--- src/rtl/srx_pkg.sv ---
package srx_pkg;

  typedef enum logic [1:0] {
    FMT_I2S = 2'b00,
    FMT_LJ  = 2'b01,
    FMT_RJ  = 2'b10,
    FMT_RSV = 2'b11
  } srx_fmt_e;

  typedef struct packed {
    logic rise;
    logic ws;
    logic sd;
  } srx_slot_t;

endpackage

--- src/rtl/srx_line_sampler.sv ---
module srx_line_sampler
  import srx_pkg::*;
(
  input  logic      clk,
  input  logic      rst,
  input  logic      bclk,
  input  logic      wsel,
  input  logic      sdata,
  output srx_slot_t slot_o
);

  logic      bclk_q;
  srx_slot_t slot_q;

  always_ff @(posedge clk) begin
    if (rst) begin
      bclk_q <= 1'b1;
      slot_q <= '0;
    end else begin
      bclk_q      <= bclk;
      slot_q.rise <= bclk & ~bclk_q;
      slot_q.ws   <= wsel;
      slot_q.sd   <= sdata;
    end
  end

  assign slot_o = slot_q;

  // bit-clock rise pulses are never back to back
  a_r7_rise_isolated: assert property (@(posedge clk) disable iff (rst)
    slot_q.rise |=> !slot_q.rise);

endmodule

--- src/rtl/srx_frame_track.sv ---
module srx_frame_track
  import srx_pkg::*;
(
  input  logic      clk,
  input  logic      rst,
  input  srx_slot_t slot_i,
  output logic      chg_o,
  output logic      primed_o,
  output logic      ws_old_o
);

  logic have_q;
  logic ws_q;
  logic primed_q;
  logic chg;

  always_comb chg = slot_i.rise && have_q && (slot_i.ws != ws_q);

  always_ff @(posedge clk) begin
    if (rst) begin
      have_q   <= 1'b0;
      ws_q     <= 1'b0;
      primed_q <= 1'b0;
    end else if (slot_i.rise) begin
      have_q <= 1'b1;
      ws_q   <= slot_i.ws;
      if (chg) primed_q <= 1'b1;
    end
  end

  assign chg_o    = chg;
  assign primed_o = primed_q;
  assign ws_old_o = ws_q;

  // once armed, the block stays armed until reset
  a_r8_primed_sticky: assert property (@(posedge clk) disable iff (rst)
    primed_q |=> primed_q);

endmodule

--- src/rtl/srx_word_shift.sv ---
module srx_word_shift
  import srx_pkg::*;
#(
  parameter int WORD_W = 24,
  parameter int RJ_W   = 16
) (
  input  logic              clk,
  input  logic              rst,
  input  srx_fmt_e          mode,
  input  logic              rise,
  input  logic              chg,
  input  logic              sd,
  output logic [WORD_W-1:0] word_o
);

  localparam int CNT_W = $clog2(WORD_W + 1);

  logic [WORD_W-1:0] acc_q;
  logic [WORD_W-1:0] acc_ins;
  logic [CNT_W-1:0]  cnt_q;
  logic [RJ_W-1:0]   slide_q;
  logic [WORD_W-1:0] rj_word;
  logic              delayed;

  assign delayed = (mode == FMT_I2S);

  // accumulator with the current bit placed at its slot position
  always_comb begin
    acc_ins = acc_q;
    for (int i = 0; i < WORD_W; i++) begin
      if (cnt_q == CNT_W'(WORD_W - 1 - i)) acc_ins[i] = sd;
    end
  end

  generate
    if (WORD_W > RJ_W) begin : g_rj_pad
      assign rj_word = {slide_q, {(WORD_W - RJ_W){1'b0}}};
    end else if (WORD_W == RJ_W) begin : g_rj_same
      assign rj_word = slide_q;
    end else begin : g_rj_cut
      assign rj_word = slide_q[RJ_W-1 -: WORD_W];
    end
  endgenerate

  always_comb begin
    if (mode == FMT_RJ)  word_o = rj_word;
    else if (delayed)    word_o = acc_ins;
    else                 word_o = acc_q;
  end

  always_ff @(posedge clk) begin
    if (rst) begin
      acc_q   <= '0;
      cnt_q   <= '0;
      slide_q <= '0;
    end else if (rise) begin
      slide_q <= {slide_q[RJ_W-2:0], sd};
      if (chg) begin
        if (delayed) begin
          acc_q <= '0;
          cnt_q <= '0;
        end else begin
          acc_q <= {sd, {(WORD_W - 1){1'b0}}};
          cnt_q <= CNT_W'(1);
        end
      end else begin
        acc_q <= acc_ins;
        if (cnt_q != CNT_W'(WORD_W)) cnt_q <= cnt_q + CNT_W'(1);
      end
    end
  end

  // the bit position counter saturates at the word width
  a_r5_cnt_bound: assert property (@(posedge clk) disable iff (rst)
    cnt_q <= CNT_W'(WORD_W));

  // a fresh word starts from an all-zero tail
  a_r4_fresh_zero: assert property (@(posedge clk) disable iff (rst)
    (rise && chg) |=> (acc_q[WORD_W-2:0] == '0));

endmodule

--- src/rtl/srx_top.sv ---
module srx_top
  import srx_pkg::*;
#(
  parameter int WORD_W = 24,
  parameter int RJ_W   = 16
) (
  input  logic              clk,
  input  logic              rst,
  input  logic [1:0]        fmt_sel,
  input  logic              bclk,
  input  logic              wsel,
  input  logic              sdata,
  output logic              smp_valid,
  output logic [WORD_W-1:0] smp_data,
  output logic              smp_right
);

  localparam int PAD_W = (WORD_W > RJ_W) ? WORD_W - RJ_W : 1;

  srx_slot_t         slot;
  srx_fmt_e          mode_q;
  logic              chg;
  logic              primed;
  logic              ws_old;
  logic              emit;
  logic [WORD_W-1:0] word;

  srx_line_sampler u_samp (
    .clk    (clk),
    .rst    (rst),
    .bclk   (bclk),
    .wsel   (wsel),
    .sdata  (sdata),
    .slot_o (slot)
  );

  srx_frame_track u_track (
    .clk      (clk),
    .rst      (rst),
    .slot_i   (slot),
    .chg_o    (chg),
    .primed_o (primed),
    .ws_old_o (ws_old)
  );

  srx_word_shift #(.WORD_W(WORD_W), .RJ_W(RJ_W)) u_shift (
    .clk    (clk),
    .rst    (rst),
    .mode   (mode_q),
    .rise   (slot.rise),
    .chg    (chg),
    .sd     (slot.sd),
    .word_o (word)
  );

  // format is captured only during reset or before the first boundary
  always_ff @(posedge clk) begin
    if (rst || !primed) mode_q <= srx_fmt_e'(fmt_sel);
  end

  assign emit = chg && primed;

  always_ff @(posedge clk) begin
    if (rst) begin
      smp_valid <= 1'b0;
      smp_data  <= '0;
      smp_right <= 1'b0;
    end else begin
      smp_valid <= emit;
      if (emit) begin
        smp_data  <= word;
        smp_right <= (mode_q == FMT_I2S) ? ws_old : ~ws_old;
      end
    end
  end

  // strobe lasts exactly one cycle
  a_r7_valid_pulse: assert property (@(posedge clk) disable iff (rst)
    smp_valid |=> !smp_valid);

  // sample fields move only together with the strobe
  a_r7_data_with_valid: assert property (@(posedge clk) disable iff (rst)
    !smp_valid |=> ($stable(smp_data) && $stable(smp_right)) || smp_valid);

  // no strobe unless a boundary had already been seen
  a_r8_no_early_valid: assert property (@(posedge clk) disable iff (rst)
    smp_valid |-> $past(primed));

  // format is frozen once armed
  a_r9_mode_frozen: assert property (@(posedge clk) disable iff (rst)
    primed |=> $stable(mode_q));

  // right-justified samples have a clear low part
  a_r6_low_clear: assert property (@(posedge clk) disable iff (rst)
    (smp_valid && mode_q == FMT_RJ) |-> (smp_data[PAD_W-1:0] == '0));

endmodule

--- config.mk ---
export PLATFORM = sky130hd
export DESIGN_NAME = srx_top
export DESIGN_NICKNAME = d
export VERILOG_FILES = /design/src/rtl/srx_pkg.sv /design/src/rtl/srx_line_sampler.sv /design/src/rtl/srx_frame_track.sv /design/src/rtl/srx_word_shift.sv /design/src/rtl/srx_top.sv
export SDC_FILE = /design/constraint.sdc
export NUM_CORES = 1
export LEC_CHECK = 0
export BUFFER_PORTS_ARGS = -buffer_cell sky130_fd_sc_hd__buf_2
export CAP_MARGIN = 5
export CORE_MARGIN = 1.5
export CORE_UTILIZATION = 40
export DETAILED_ROUTE_END_ITERATION = 8
export RECOVER_POWER = 25
export SYNTH_ARGS = -nofsm -noshare
export SYNTH_HDL_FRONTEND = slang
export SYNTH_SLANG_ARGS = --single-unit
--- constraint.sdc ---
create_clock -name clk -period 2.1 [get_ports clk]
set_input_delay 0.105 -clock clk [delete_from_list [all_inputs] [get_ports clk]]
set_output_delay 0.105 -clock clk [all_outputs]
set_load 0.02 [all_outputs]
# After elaboration in Yosys (flattened, before gate mapping)
# Cells that the tools add are included.
# Widths: inputs -> output; s select.
[totals] register_bits=80 output_inout_bits=26
[classes] n_addsub=1 eq_ne=26 muxes=32 bitwise_logic=3 reduce_logical=10
[op_table] op="$mux 24" count=4
[op_table] op="$eq 5x4->1 const B" count=8
[op_table] op="$eq 5x5->1 const B" count=8
[op_table] op="$mux 1" count=26
[op_table] op="$eq 5x3->1 const B" count=4
[op_table] op="$eq 5x2->1 const B" count=2
[op_table] op="$mux 5" count=2
[op_table] op="$add 5x1->5 const B" count=1
[op_table] op="$eq 5x1->1 const B" count=1
[op_table] op="$logic_not 5->1" count=1
[op_table] op="$ne 5x5->1 const B" count=1
[op_table] op="$reduce_and 2->1" count=2
[op_table] op="$logic_and 1x1->1" count=3
[op_table] op="$eq 2x2->1 const B" count=1
[op_table] op="$logic_not 2->1" count=1
[op_table] op="$not 1->1" count=2
[op_table] op="$reduce_bool 2->1" count=1
[op_table] op="$and 1x1->1" count=1
[op_table] op="$logic_not 1->1" count=1
[op_table] op="$logic_or 1x1->1" count=1
[op_table] op="$ne 1x1->1" count=1

# Depth between registers and ports, before layout
# Gate-level depths: netlist of run 1.
[depth] ltp_word=4 ltp_mapped=8

# Hierarchy
# From an unflattened synthesis of run 1, not the netlist that was laid out.
[hier_totals] cells_unflattened=434 area_unflattened_um2=4139.0
[by_module_without_submodules] mod="srx_word_shift" instances=1 cells_each=291 area_each_um2=2661.3 seq_area_each_um2=900.9
[by_module_without_submodules] mod="srx_top" instances=1 cells_each=123 area_each_um2=1255.0 seq_area_each_um2=580.6
[by_module_without_submodules] mod="srx_frame_track" instances=1 cells_each=12 area_each_um2=116.4 seq_area_each_um2=60.1
[by_module_without_submodules] mod="srx_line_sampler" instances=1 cells_each=8 area_each_um2=106.4 seq_area_each_um2=80.1

# Worst setup path after synthesis of run 1
# No wires, ideal clock.
[synth_timing] kind="flip-flop to flip-flop" start="register u_shift.cnt_q[0]" end="register smp_data[20]" t_arrival_ns=1.724 required_ns=2.019 setup_slack_ns=0.295 stages_incl_launch_ff=7 period_less_slack_ns=1.805 cell_sequence="dfxtp_1 > ha_1 > clkbuf_1 > nor4b_1 > mux2i_1 > o221ai_1 > a211oi_2"
[synth_between] elab_chain_len=4
[synth_lines] item="from (decl)" line="srx_word_shift.sv:20" rtl="logic [CNT_W-1:0] cnt_q;"
[synth_lines] item="from (signal assigned)" line="srx_word_shift.sv:68" rtl="if (cnt_q != CNT_W'(WORD_W)) cnt_q <= cnt_q + CNT_W'(1);"
[synth_lines] item="$eq 5x2->1" line="srx_word_shift.sv:31" rtl="if (cnt_q == CNT_W'(WORD_W - 1 - i)) acc_ins[i] = sd;"
[synth_lines] item="$mux 1" line="srx_word_shift.sv:31"
[synth_lines] item="$mux 24" line="srx_word_shift.sv:47" rtl="else if (delayed) word_o = acc_ins;"
[synth_lines] item="$mux 24" line="srx_word_shift.sv:46" rtl="if (mode == FMT_RJ) word_o = rj_word;"
[synth_lines] item="to (signal assigned)" line="srx_top.sv:71" rtl="smp_data <= word;"
[synth_lines] item="to (decl)" line="srx_top.sv:14" rtl="output logic [WORD_W-1:0] smp_data,"
# Every way passes these cells.
# A chain may end at the register's enable or synchronous reset.

# Worst setup path in the final report of run 1
[layout_timing] start="register u_shift.cnt_q[0]" end="register smp_data[7]"
[layout_between] elab_chain_len=4
[layout_lines] item="$eq 5x5->1" line="srx_word_shift.sv:31"
[layout_lines] item="$mux 1" line="srx_word_shift.sv:31"
[layout_lines] item="$mux 24" line="srx_word_shift.sv:47"
[layout_lines] item="$mux 24" line="srx_word_shift.sv:46"
# Every way passes these cells.

==> metrics list, run 1 <==
* Result of the run: finished clean
- Detail Placement HPWL: 6.33 mm
- Antenna violations before repair: 0
* Endpoint kind of the worst setup timing path: flip-flop
- Detailed routing inserted a total of 3397 vias.
- Setup repair after global routing left no endpoint under its margin.
* Cell Chain, Critical Path: inv_1 > ha_1 > nor4bb_1 > mux2_2 > a221oi_1 > nor3_1
* Cell depth of the worst flop-to-flop path: 6
- After clock tree synthesis, the clock-pin slew on the worst setup and hold paths is 0.09 ns.
* Worst hold start: rst
- Port Buf Inserts: 32
- Routed Antenna Nets: 0
* Sum of negative setup slack: 0 ns
- The total area inside the core boundary comes to 9680 um^2.
- In the routed design, unresolved DRC markers number 0.
- Die footprint: 10500 um^2
- Maximum number of pins on one net before global-route repair: 78
* Leakage component of the power: 1.48 nW
- Min-Delay Path Depth: 3
- Register area share after synthesis: 0.409
- The final hold violation count is 0.
* Leading cell type in the layout, fill and taps excluded: dfxtp_1
* Later-pin clock latency in the skew report: 0.36 ns
- The largest single stage delay on the critical path is 0.38 ns.
- Worst hold-check path type: primary input to flip-flop
* Last weighted congestion value of the routability-driven placer: 0.891
- Unique masters post-synth: 46
* Count of flip-flops with a built-in enable after synthesis: 2
* Vertical die dimension: 103 um
- The critical path in this run is classified as flip-flop to flip-flop.
- Dividing the detail-routed via count by the number of cells gives 5.53.
- Cell family contributing the most delay on the critical path: multiplexers
- For this configuration, the core starts out at a cell density of 0.409.
- After synthesis the cells add up to 3960 um^2.
- Each instance of the synthesized netlist takes up on average 8.85 um^2.
- CTS sink cnt: 80
- The tool flagged a number of max-cap violations equal to 0.
* Capturing point of the worst reg2reg path: smp_data[7]$_SDFFE_PP0P_
* Iteration-0 DRC Markers: 234
- WHS Endpoint: u_shift.slide_q[11]$_SDFFE_PP0P_
- H-tree Lvls: 3
* Kind of launch point of the worst setup path: flip-flop
- The repair_antennas step left the layout with diodes totalling 0.
- Flip-flop and latch count after synthesis: 80
- Worst Setup Slack post-DPL: 0.168 ns
- Number of max-slew violations in the final report: 0
- TritonCTS built the clock tree.
- Static timing analysis puts the maximum clock frequency at 516 MHz.
- Overflow left after global routing: 0
* Net count reported at finish: 488
- TritonCTS created 9 clock buffers.
* Data required, critical path: 2.33 ns
- Maximum ir drop on the vdd rail: 0.259 mV
- Iteration count of the initial detailed-routing pass: 5
- Critical path's slowest cell: mux2_2
- Worst-path maximum fanout: 7
- Chip width: 103 um
* Most used flip-flop cell after synthesis: dfxtp_1
- Area added between synthesis and finish: 14.6%
- Min cycle time layout: 1.94 ns
- Detailed-route wire length: 10.2 mm
- Share of final-layout standard cells stronger than drive strength 1: 0.179
- For flop-to-flop paths, the worst setup slack is 0.16 ns.
- Root cell of the clock tree: clkbuf_8
- Counting every net in the synthesized netlist gives 460.
- Across all setup checks in the final design, the least slack found is 0.161 ns.
* Synth Instances: 448
- Slew of the pin with the lowest slew margin: 0.838 ns
- Tracing the worst setup path back leads to its startpoint at u_shift.cnt_q[0]$_SDFFE_PP0P_.
* Relative slew slack: 0.441
* Arrival time of data at the critical path endpoint: 2.17 ns
- Global-route usage over all layers: 0.203
* Worst R2R Start: u_shift.cnt_q[0]$_SDFFE_PP0P_
* Power per standard cell area: 662 nW/um^2
* Post-synth ARST share: 0
- The library cells used most frequently in the layout, excluding fill and tap cells, are 78 x dfxtp_1, 61 x nor2_1, 43 x a21oi_1.
- Setup violations remaining at the end of the flow were counted as 0.
- Counting along the longest clock path gives a buffer depth of 2.
* I/O pin total: 33
- Final worst clock skew: 0.0113 ns
* Crit path buf inv count: 1
* Synth warn: 0
- Post-CTS setup repair buffer count: 0
- The first global-routing pass estimated 16.4 mm of wire.
* Number of global-route vias before repair: 3154
- In the finished design, the share of the clock period the worst path needs comes to 0.923.
* Standard-cell rows: 36
- In the final routed layout, each cell accounts on average for 16.6 um.
logic make-up (layout without fill, tap and decap cells):
| family | count (synthesis) | in the layout | synth area share |
|---|---|---|---|
| AND/OR/NAND/NOR | 151 | 151 | 0.192 |
| buffers and inverters | 49 | 82 | 0.0552 |
| flip-flops | 80 | 80 | 0.409 |
| AO/OA/AOI/OAI | 128 | 128 | 0.237 |
| adder cells (fa/ha/maj) | 5 | 5 | 0.0158 |
| XOR/XNOR | 2 | 2 | 0.00631 |
| multiplexers | 33 | 33 | 0.0843 |
synth_stat cells (3+ instances only):
cell,number,area (um^2)
o32ai_1,11,96.3
nor3_1,6,30.0
a31oi_1,4,25.0
nand2_1,42,158
nor2b_1,5,31.3
nor4b_1,3,26.3
nand4b_1,9,78.8
inv_1,6,22.5
dfxtp_1,78,1560
buf_6,3,33.8
and4bb_2,7,87.6
buf_2,4,20.0
ha_1,5,62.6
mux2i_1,30,300
mux2_2,3,33.8
a211oi_2,20,250
clkbuf_1,32,120
o221ai_1,14,123
a21oi_1,43,215
o21a_1,7,52.6
o21ai_0,19,95.1
nor2_1,61,229
nand3_1,6,30.0
worst reg2reg max path, stage by stage, from the launching register on:
cell and delay [ns]:
dfxtp_1 0.36, inv_1 0.13, ha_1 0.31, nor4bb_1 0.26, mux2_2 0.38, a221oi_1 0.28, nor3_1 0.08
sequential cells by signal (all words and copies together) (netlist names):
register,flops
u_track.have_q,1
u_samp.bclk_q,1
smp_valid,1
u_track.primed_o,1
smp_data,24
mode_q,2
u_shift.slide_q,16
u_track.ws_old_o,1
u_shift.cnt_q,5
u_shift.acc_q,24
smp_right,1
u_samp.slot_o,3
timing repair:
item                                    in CTS  in global routing
endpoints found under the setup margin       0                  1
resized for setup                            0                  1
hold buffers                                 5                  0
endpoints found under the hold margin        5                  0
per-stage QoR:
step | power (W) | hold WS [ns] | util | std cells | instance area, um^2
finish | 0.00301 | 0.265 | 0.469 | 614 | 4540
global route | 0.00311 | 0.286 | 0.469 | 614 | 4540
CTS | 0.00302 | 0.260 | 0.471 | 614 | 4560
detailed placement | 0.00175 | 0.283 | 0.443 | 593 | 4290
global placement | 0.00175 | 0.291 | 0.443 | 593 | 4290
floorplan | 0.00169 | 0.204 | - | 448 | 3960
per-layer routing:
metal  track usage  wire length [um]  up-vias
met5             0                 0        -
met4        0.0780               152        0
met3        0.0332               504       14
met2         0.301              4440       87
met1         0.294              5100     1613
li1              -                 -     1683
power breakdown:
part	switching [W]	leakage [nW]	internal (W)
combinational	0.000121	0.713	0.0000620
sequential	0.00000989	0.650	0.00153
clock	0.000587	0.116	0.000697
total	0.000718	1.48	0.00229
how the worst max path moves through the flow:
stage	to	slack [ns]	cells past startpoint
6_report	smp_data[7]$_SDFFE_PP0P_	0.16	6
4_1_cts	smp_data[20]$_SDFFE_PP0P_	0.15	7
3_5_place_dp	smp_data[20]$_SDFFE_PP0P_	0.17	7
5_1_grt	smp_data[8]$_SDFFE_PP0P_	0.01	6
2_1_floorplan	smp_data[20]$_SDFFE_PP0P_	0.30	6
3_3_place_gp	smp_data[20]$_SDFFE_PP0P_	0.19	7
area by class of cell:
| type | instances | area, um^2 |
|---|---|---|
| fillers | 956 | 5140 |
| clock buffers | 10 | 138 |
| well taps | 133 | 166 |
| flip-flops and latches | 80 | 1620 |
| clock inverters | 6 | 81.3 |
| inverters | 6 | 22.5 |
| multi-input cells | 319 | 2130 |
| repair buffers | 60 | 384 |
No activity file was read; power rests on OpenSTA's default activity.
==> run 2, diff against run 1 <==
--- a/config.mk
+++ b/config.mk
@@ -5,8 +5,8 @@
 export SDC_FILE = /design/constraint.sdc
 export NUM_CORES = 1
 export LEC_CHECK = 0
-export BUFFER_PORTS_ARGS = -buffer_cell sky130_fd_sc_hd__buf_2
-export CAP_MARGIN = 5
+export BUFFER_PORTS_ARGS = -buffer_cell sky130_fd_sc_hd__clkbuf_2
+export CAP_MARGIN = 0
 export CORE_MARGIN = 1.5
 export CORE_UTILIZATION = 40
 export DETAILED_ROUTE_END_ITERATION = 8
==> run 2 against run 1 <==
Utilization rose by 0.078 points. Combinational power barely moved. Global-route usage rose by 0.89 points. Clock-buffer cell count rose by 3. Hold slack got worse by 0.0027 ns. Sequential power barely moved. Setup slack got worse by 0.013 ns. Die area did not move. Sequential cell count did not move. Clock skew fell by 0.0029 ns.
==> metrics list, run 2 (synthesis results as in run 1) <==
- Number of global-route vias before repair: 3263
- The worst setup path is launched from a flip-flop.
* Iteration count of the initial detailed-routing pass: 5
- Commonest cells after routing, fill and taps aside: 78 x dfxtp_1, 61 x nor2_1, 43 x a21oi_1
* Worst hold start: rst
* Buffer levels on the longest clock path: 2
- Relative slew slack: 0.337
- The layer flagged by global routing as most heavily used is met2.
- Avg Vias per Cell: 5.60
- Worst-path maximum fanout: 7
- The critical path goes through inv_1 > ha_1 > or4b_1 > mux2i_1 > o221ai_1 > a211oi_2.
- Counting the buffers created by CTS gives 9.
- Leading cell type in the layout, fill and taps excluded: dfxtp_1
* Detailed-route wire length: 10.3 mm
- In the final routed layout, each cell accounts on average for 16.7 um.
- For this run, global-route usage on met2 was measured as 0.309.
- VDD sags by at most 0.288 mV.
- The startpoint identified for the worst register-to-register timing path is u_shift.cnt_q[0]$_SDFFE_PP0P_.
- Overflow left after global routing: 0
* Result of the run: finished clean
- In the global route stage, met1 resource usage came out at 0.305.
* Global-route usage over all layers: 0.212
- Crit path capture: smp_data[23]$_SDFFE_PP0P_
- Worst Setup Slack post-DPL: 0.0833 ns
- Routed Antenna Nets: 0
- CTS sink cnt: 80
- Critical path's slowest cell: or4b_1
* Clock Pin Slew Worst Setup and Hold Paths: 0.08 ns
- Met3 track demand over resource in global routing: 0.0420
- Maximum cell stage delay along the critical path: 0.54 ns
- Iteration-0 DRC Markers: 254
- Data required, critical path: 2.38 ns
- For the worst setup path, the data arrival time is 2.23 ns.
* Unrepaired setup endpoints after global routing: false
* Via total after detailed routing: 3436
- Final worst clock skew: 0.00847 ns
* Capturing point of the worst reg2reg path: smp_data[23]$_SDFFE_PP0P_
* Number of DRC violations after detailed routing: 0
* TritonCTS clock tree: yes
- Achievable clock frequency: 512 MHz
- Routability-driven placement finished with a final weighted congestion of 0.858.
* Count of cell instances traversed by the critical path: 6
* Antenna violations before repair: 0
- At the pin with the least slew margin, the transition time is 0.995 ns.
* H-tree Lvls: 3
- Across the run, the number of max-cap violations was 0.
* Min cycle time layout: 1.95 ns
- Std-Cell Core Area: 9680 um^2
- Regs by FF count: smp_data x24, u_shift.acc_q x24, u_shift.slide_q x16
* Worst hold-check path type: primary input to flip-flop
- At the end of the flow, the number of nets in the layout was 489.
* I/O pin total: 33
* Chip width: 103 um
- Vertical die dimension: 103 um
- The first global-routing pass estimated 17.1 mm of wire.
- Setup violations remaining at the end of the flow were counted as 0.
- Worst Slack Setup Final: 0.149 ns
- Cell family contributing the most delay on the critical path: simple AND/OR/NAND/NOR gates
- Of the cells placed in the final design, the portion with a size suffix greater than 1 is 0.179.
- At the later pin of the worst-skew pair, clock insertion delay measures 0.36 ns.
* Area added between synthesis and finish: 14.7%
- Dividing the final minimum period by the clock period gives 0.929.
- For the worst flop-to-flop path, the logic depth is 6.
* Port Buf Inserts: 32
- Initial cell density of the core: 0.409
- The final hold violation count was 0.
- Final hold slack: 0.262 ns
- Dividing total power by cell area gives a power density of 649 nW/um^2.
* Crit path buf inv count: 1
- In this run the worst setup path begins at u_shift.cnt_q[0]$_SDFFE_PP0P_.
- Entering global routing, the biggest net connects 78 pins.
* Standard-cell rows: 36
- Clock tree synthesis selected as its root buffer the cell clkbuf_8.
- Sum of negative setup slack: 0 ns
- STA classifies the critical path endpoint as a flip-flop.
* Number of max-slew violations in the final report: 0
- Detail Placement HPWL: 6.60 mm
- Leakage component of the power: 1.47 nW
* Worst setup path category: flip-flop to flip-flop
* Antenna cells: 0
- Reg-to-reg setup timing slack: 0.15 ns
- Die footprint: 10500 um^2
## run 2: cell count changes in the layout (fill, tap and decap cells not counted), sizes merged
cell / before / now
buf: 35 / 24
clkinv: 3 / 1
bufinv: 2 / 1
inv: 7 / 6
clkbuf: 30 / 45
## run 2: power by group
group	switching, W	total (W)	leakage (nW)	internal (W)
sequential	0.0000101	0.00154	0.650	0.00153
clock	0.000549	0.00123	0.111	0.000679
combinational	0.000120	0.000183	0.714	0.0000630
## run 2: stage by stage
stage	cell area (um^2)	total power (W)	std cells	util
finish	4550	0.00295	614	0.470
global route	4550	0.00308	614	0.470
CTS	4570	0.00298	614	0.471
detailed placement	4300	0.00175	594	0.444
global placement	4300	0.00175	594	0.444
floorplan	3960	0.00169	448	-
## run 2: tightest hold or removal path: cells and delay by family
family	cells	cell delay (ns)
simple gates	1	0.13
buf+inv	2	0.33
## run 2: cell type report
cell class | count | area [um^2]
Tap cell | 133 | 166
Multi-Input combinational cell | 319 | 2130
Clock inverter | 2 | 35.0
Inverter | 6 | 22.5
Fill cell | 982 | 5140
Timing Repair Buffer | 61 | 389
Clock buffer | 13 | 180
Sequential cell | 80 | 1620
## run 2: what timing repair did
action,in CTS,in global routing
buffers inserted,0,0
endpoints found under the hold margin,6,0
gates resized for setup,0,2
setup endpoints to repair,0,2
hold buffers,5,0
## run 2: worst min-delay path by stage
stage | end | slack (ns) | depth (start not counted)
6_report | u_samp.slot_o[0]$_SDFF_PP0_ | 0.26 | 3
5_1_grt | u_shift.slide_q[6]$_SDFFE_PP0P_ | 0.28 | 3
4_1_cts | u_shift.slide_q[12]$_SDFFE_PP0P_ | 0.26 | 3
3_3_place_gp | mode_q[1]$_DFFE_PP_ | 0.30 | 1
2_1_floorplan | mode_q[0]$_DFFE_PP_ | 0.20 | 0
3_5_place_dp | mode_q[1]$_DFFE_PP_ | 0.30 | 1
## run 2: layer usage
metal	wire, um	share of wire	up-vias
met5	0	0	-
met2	4510	0.44	91
met4	204	0.020	0
met1	5080	0.50	1643
met3	462	0.045	18
li1	-	-	1684
==> run 3, diff against run 2 <==
--- a/config.mk
+++ b/config.mk
@@ -11,6 +11,7 @@
 export CORE_UTILIZATION = 40
 export DETAILED_ROUTE_END_ITERATION = 8
 export RECOVER_POWER = 25
+export SETUP_SLACK_MARGIN = 0.5
 export SYNTH_ARGS = -nofsm -noshare
 export SYNTH_HDL_FRONTEND = slang
 export SYNTH_SLANG_ARGS = --single-unit
==> run 3 against run 2 <==
Power grew 2.9%. Sequential share of layout area shrank 3.9 points. Die area is the same. Via count grew 6.0%. Utilization grew 6.5 points. Critical endpoint is now smp_data[12]$_SDFFE_PP0P_. Highest routed layer unchanged.
==> metrics list, run 3 (synthesis results as in run 1) <==
- The run finished with clean final reports.
- In this run the tool buffered the top-level ports with 32 buffer cells.
* Standard-cell rows: 36
- The number of antenna diodes in the final layout is 0.
- The detailed router placed 3641 vias in this run.
* Net count reported at finish: 525
- CTS sink cnt: 80
- Average wire per standard cell: 17.1 um
- Summed over all layers, the global routing overflow is 0.
* Achievable clock frequency: 586 MHz
- For this run, design rule violations remaining after detail routing come to 0.
- Number of non-filler instances in the completed layout: 650
* Slew of the pin with the lowest slew margin: 0.535 ns
- In this run the clock root is driven by a clkbuf_8.
* Leakage component of the power: 1.71 nW
- Commonest cells after routing, fill and taps aside: 70 x dfxtp_1, 59 x nor2_1, 50 x buf_4
- The die covers 10500 um^2.
- H-tree Lvls: 3
* Avg Vias per Cell: 5.60
* Regs by FF count: smp_data x24, u_shift.acc_q x24, u_shift.slide_q x16
* Worst Setup Slack post-DPL: 0.292 ns
- The number of antenna violations at the first check in global routing is 0.
- Multi-input combinational cell area: 2390 um^2
- STA classifies the critical path startpoint as a flip-flop.
* Area added between synthesis and finish: 30.6%
- In this run, placement finished with an instance count of 591.
- The count of nets left with antenna violations once routing finished came out at 0.
* Unrepaired setup endpoints after global routing: true
* Number of max-slew violations in the final report: 0
- Final hold slack: 0.249 ns
- Filler cells: 872
- Setup violations remaining at the end of the flow were counted as 0.
* Sum of negative setup slack: 0 ns
- Global-route wire length before repair: 17.0 mm
- TritonCTS built the clock tree.
- Tracing the worst setup path back leads to its startpoint at u_shift.cnt_q[1]$_SDFFE_PP0P_.
- Clock Pin Slew Worst Setup and Hold Paths: 0.08 ns
- Worst-path maximum fanout: 6
* Number of buffers inserted during clock tree synthesis: 9
- Worst setup path category: flip-flop to flip-flop
- Relative slew slack: 0.643
- Worst Slack Setup Final: 0.393 ns
* Final worst clock skew: 0.00958 ns
- Power per standard cell area: 587 nW/um^2
* Detailed-route wire length: 11.1 mm
* Final clock period utilization by the worst path: 0.813
- Iteration count of the initial detailed-routing pass: 5
* Leading cell type in the layout, fill and taps excluded: dfxtp_1
- The detailed router finished its first iteration with 214 violations.
- Maximum ir drop on the vdd rail: 0.322 mV
* Worst hold-check path type: primary input to flip-flop
* Data required, critical path: 2.34 ns
- STA classifies the critical path endpoint as a flip-flop.
- Buffer levels on the longest clock path: 2
* Cell area after placement: 4340 um^2
- The die is 103 um tall.
- Initial cell density of the core: 0.409
- Entering global routing, the biggest net connects 78 pins.
- Std-Cell Core Area: 9680 um^2
- Data on the critical path arrives at its endpoint at 1.95 ns.
* Max-cap violation count: 0
- Total non-filler cell area in the finished layout: 5170 um^2
* Number of global-route vias before repair: 3317
- 33 I/O pins were placed.
* Worst R2R Start: u_shift.cnt_q[1]$_SDFFE_PP0P_
- Detail Placement HPWL: 6.47 mm
* Min cycle time layout: 1.71 ns
- The final hold violation count is 0.
* Global-route usage over all layers: 0.208
- Worst hold start: rst
- Routability-driven placement finished with a final weighted congestion of 0.832.
- In the final layout, the share of cells above drive strength 1 is 0.309.
- The die is 103 um wide.
* Sequential cell area: 1640 um^2
- Clock latency on the worst-skew pair, taken at its later pin, is 0.36 ns.
[run 3: worst max-delay path: stages, from the launching register on]
cell,delay (ns)
dfxtp_4,0.39
buf_4,0.13
ha_4,0.19
nor4bb_4,0.25
mux2_4,0.34
a211oi_2,0.21
nor3_1,0.08
[run 3: final timing paths]
path,slack (ns),cells past startpoint,to
worst max-delay path,0.39,6,smp_data[12]$_SDFFE_PP0P_
worst min-delay path,0.25,3,u_track.have_q$_SDFFE_PP0P_
worst max register to register,0.39,6,smp_data[12]$_SDFFE_PP0P_
worst min register to register,0.39,1,u_samp.slot_o[2]$_SDFF_PP0_
[run 3: where the power goes]
part / switching [W] / total, W / internal, W
clock: 0.000546 / 0.00127 / 0.000727
sequential: 0.0000118 / 0.00154 / 0.00153
combinational: 0.000136 / 0.000226 / 0.0000901
[run 3: routing by layer]
metal	vias up	GRT usage	wire, um
met5	-	0	0
met4	0	0.100	246
met3	17	0.0298	520
met2	111	0.336	5350
met1	1754	0.275	5000
li1	1759	-	-
[run 3: what timing repair did]
action,in CTS,in global routing
endpoints found under the setup margin,47,49
gates cloned,0,1
hold buffers,5,0
pin swaps,11,17
endpoints found under the hold margin,6,0
buffers inserted,13,25
resized for setup,33,32
[run 3: area by class of cell]
cell class,instances,area share
clock buffers,12,0.0300
clock inverters,3,0.0126
inverters,6,0.00653
multi-input cells,319,0.461
flip-flops and latches,80,0.317
well taps,133,0.0322
repair buffers,97,0.140
[run 3: through the flow]
stage               utilization  total power [W]
finish                    0.534          0.00304
global placement          0.448          0.00175
CTS                       0.503          0.00304
detailed placement        0.448          0.00175
global route              0.534          0.00314
floorplan                     -          0.00169
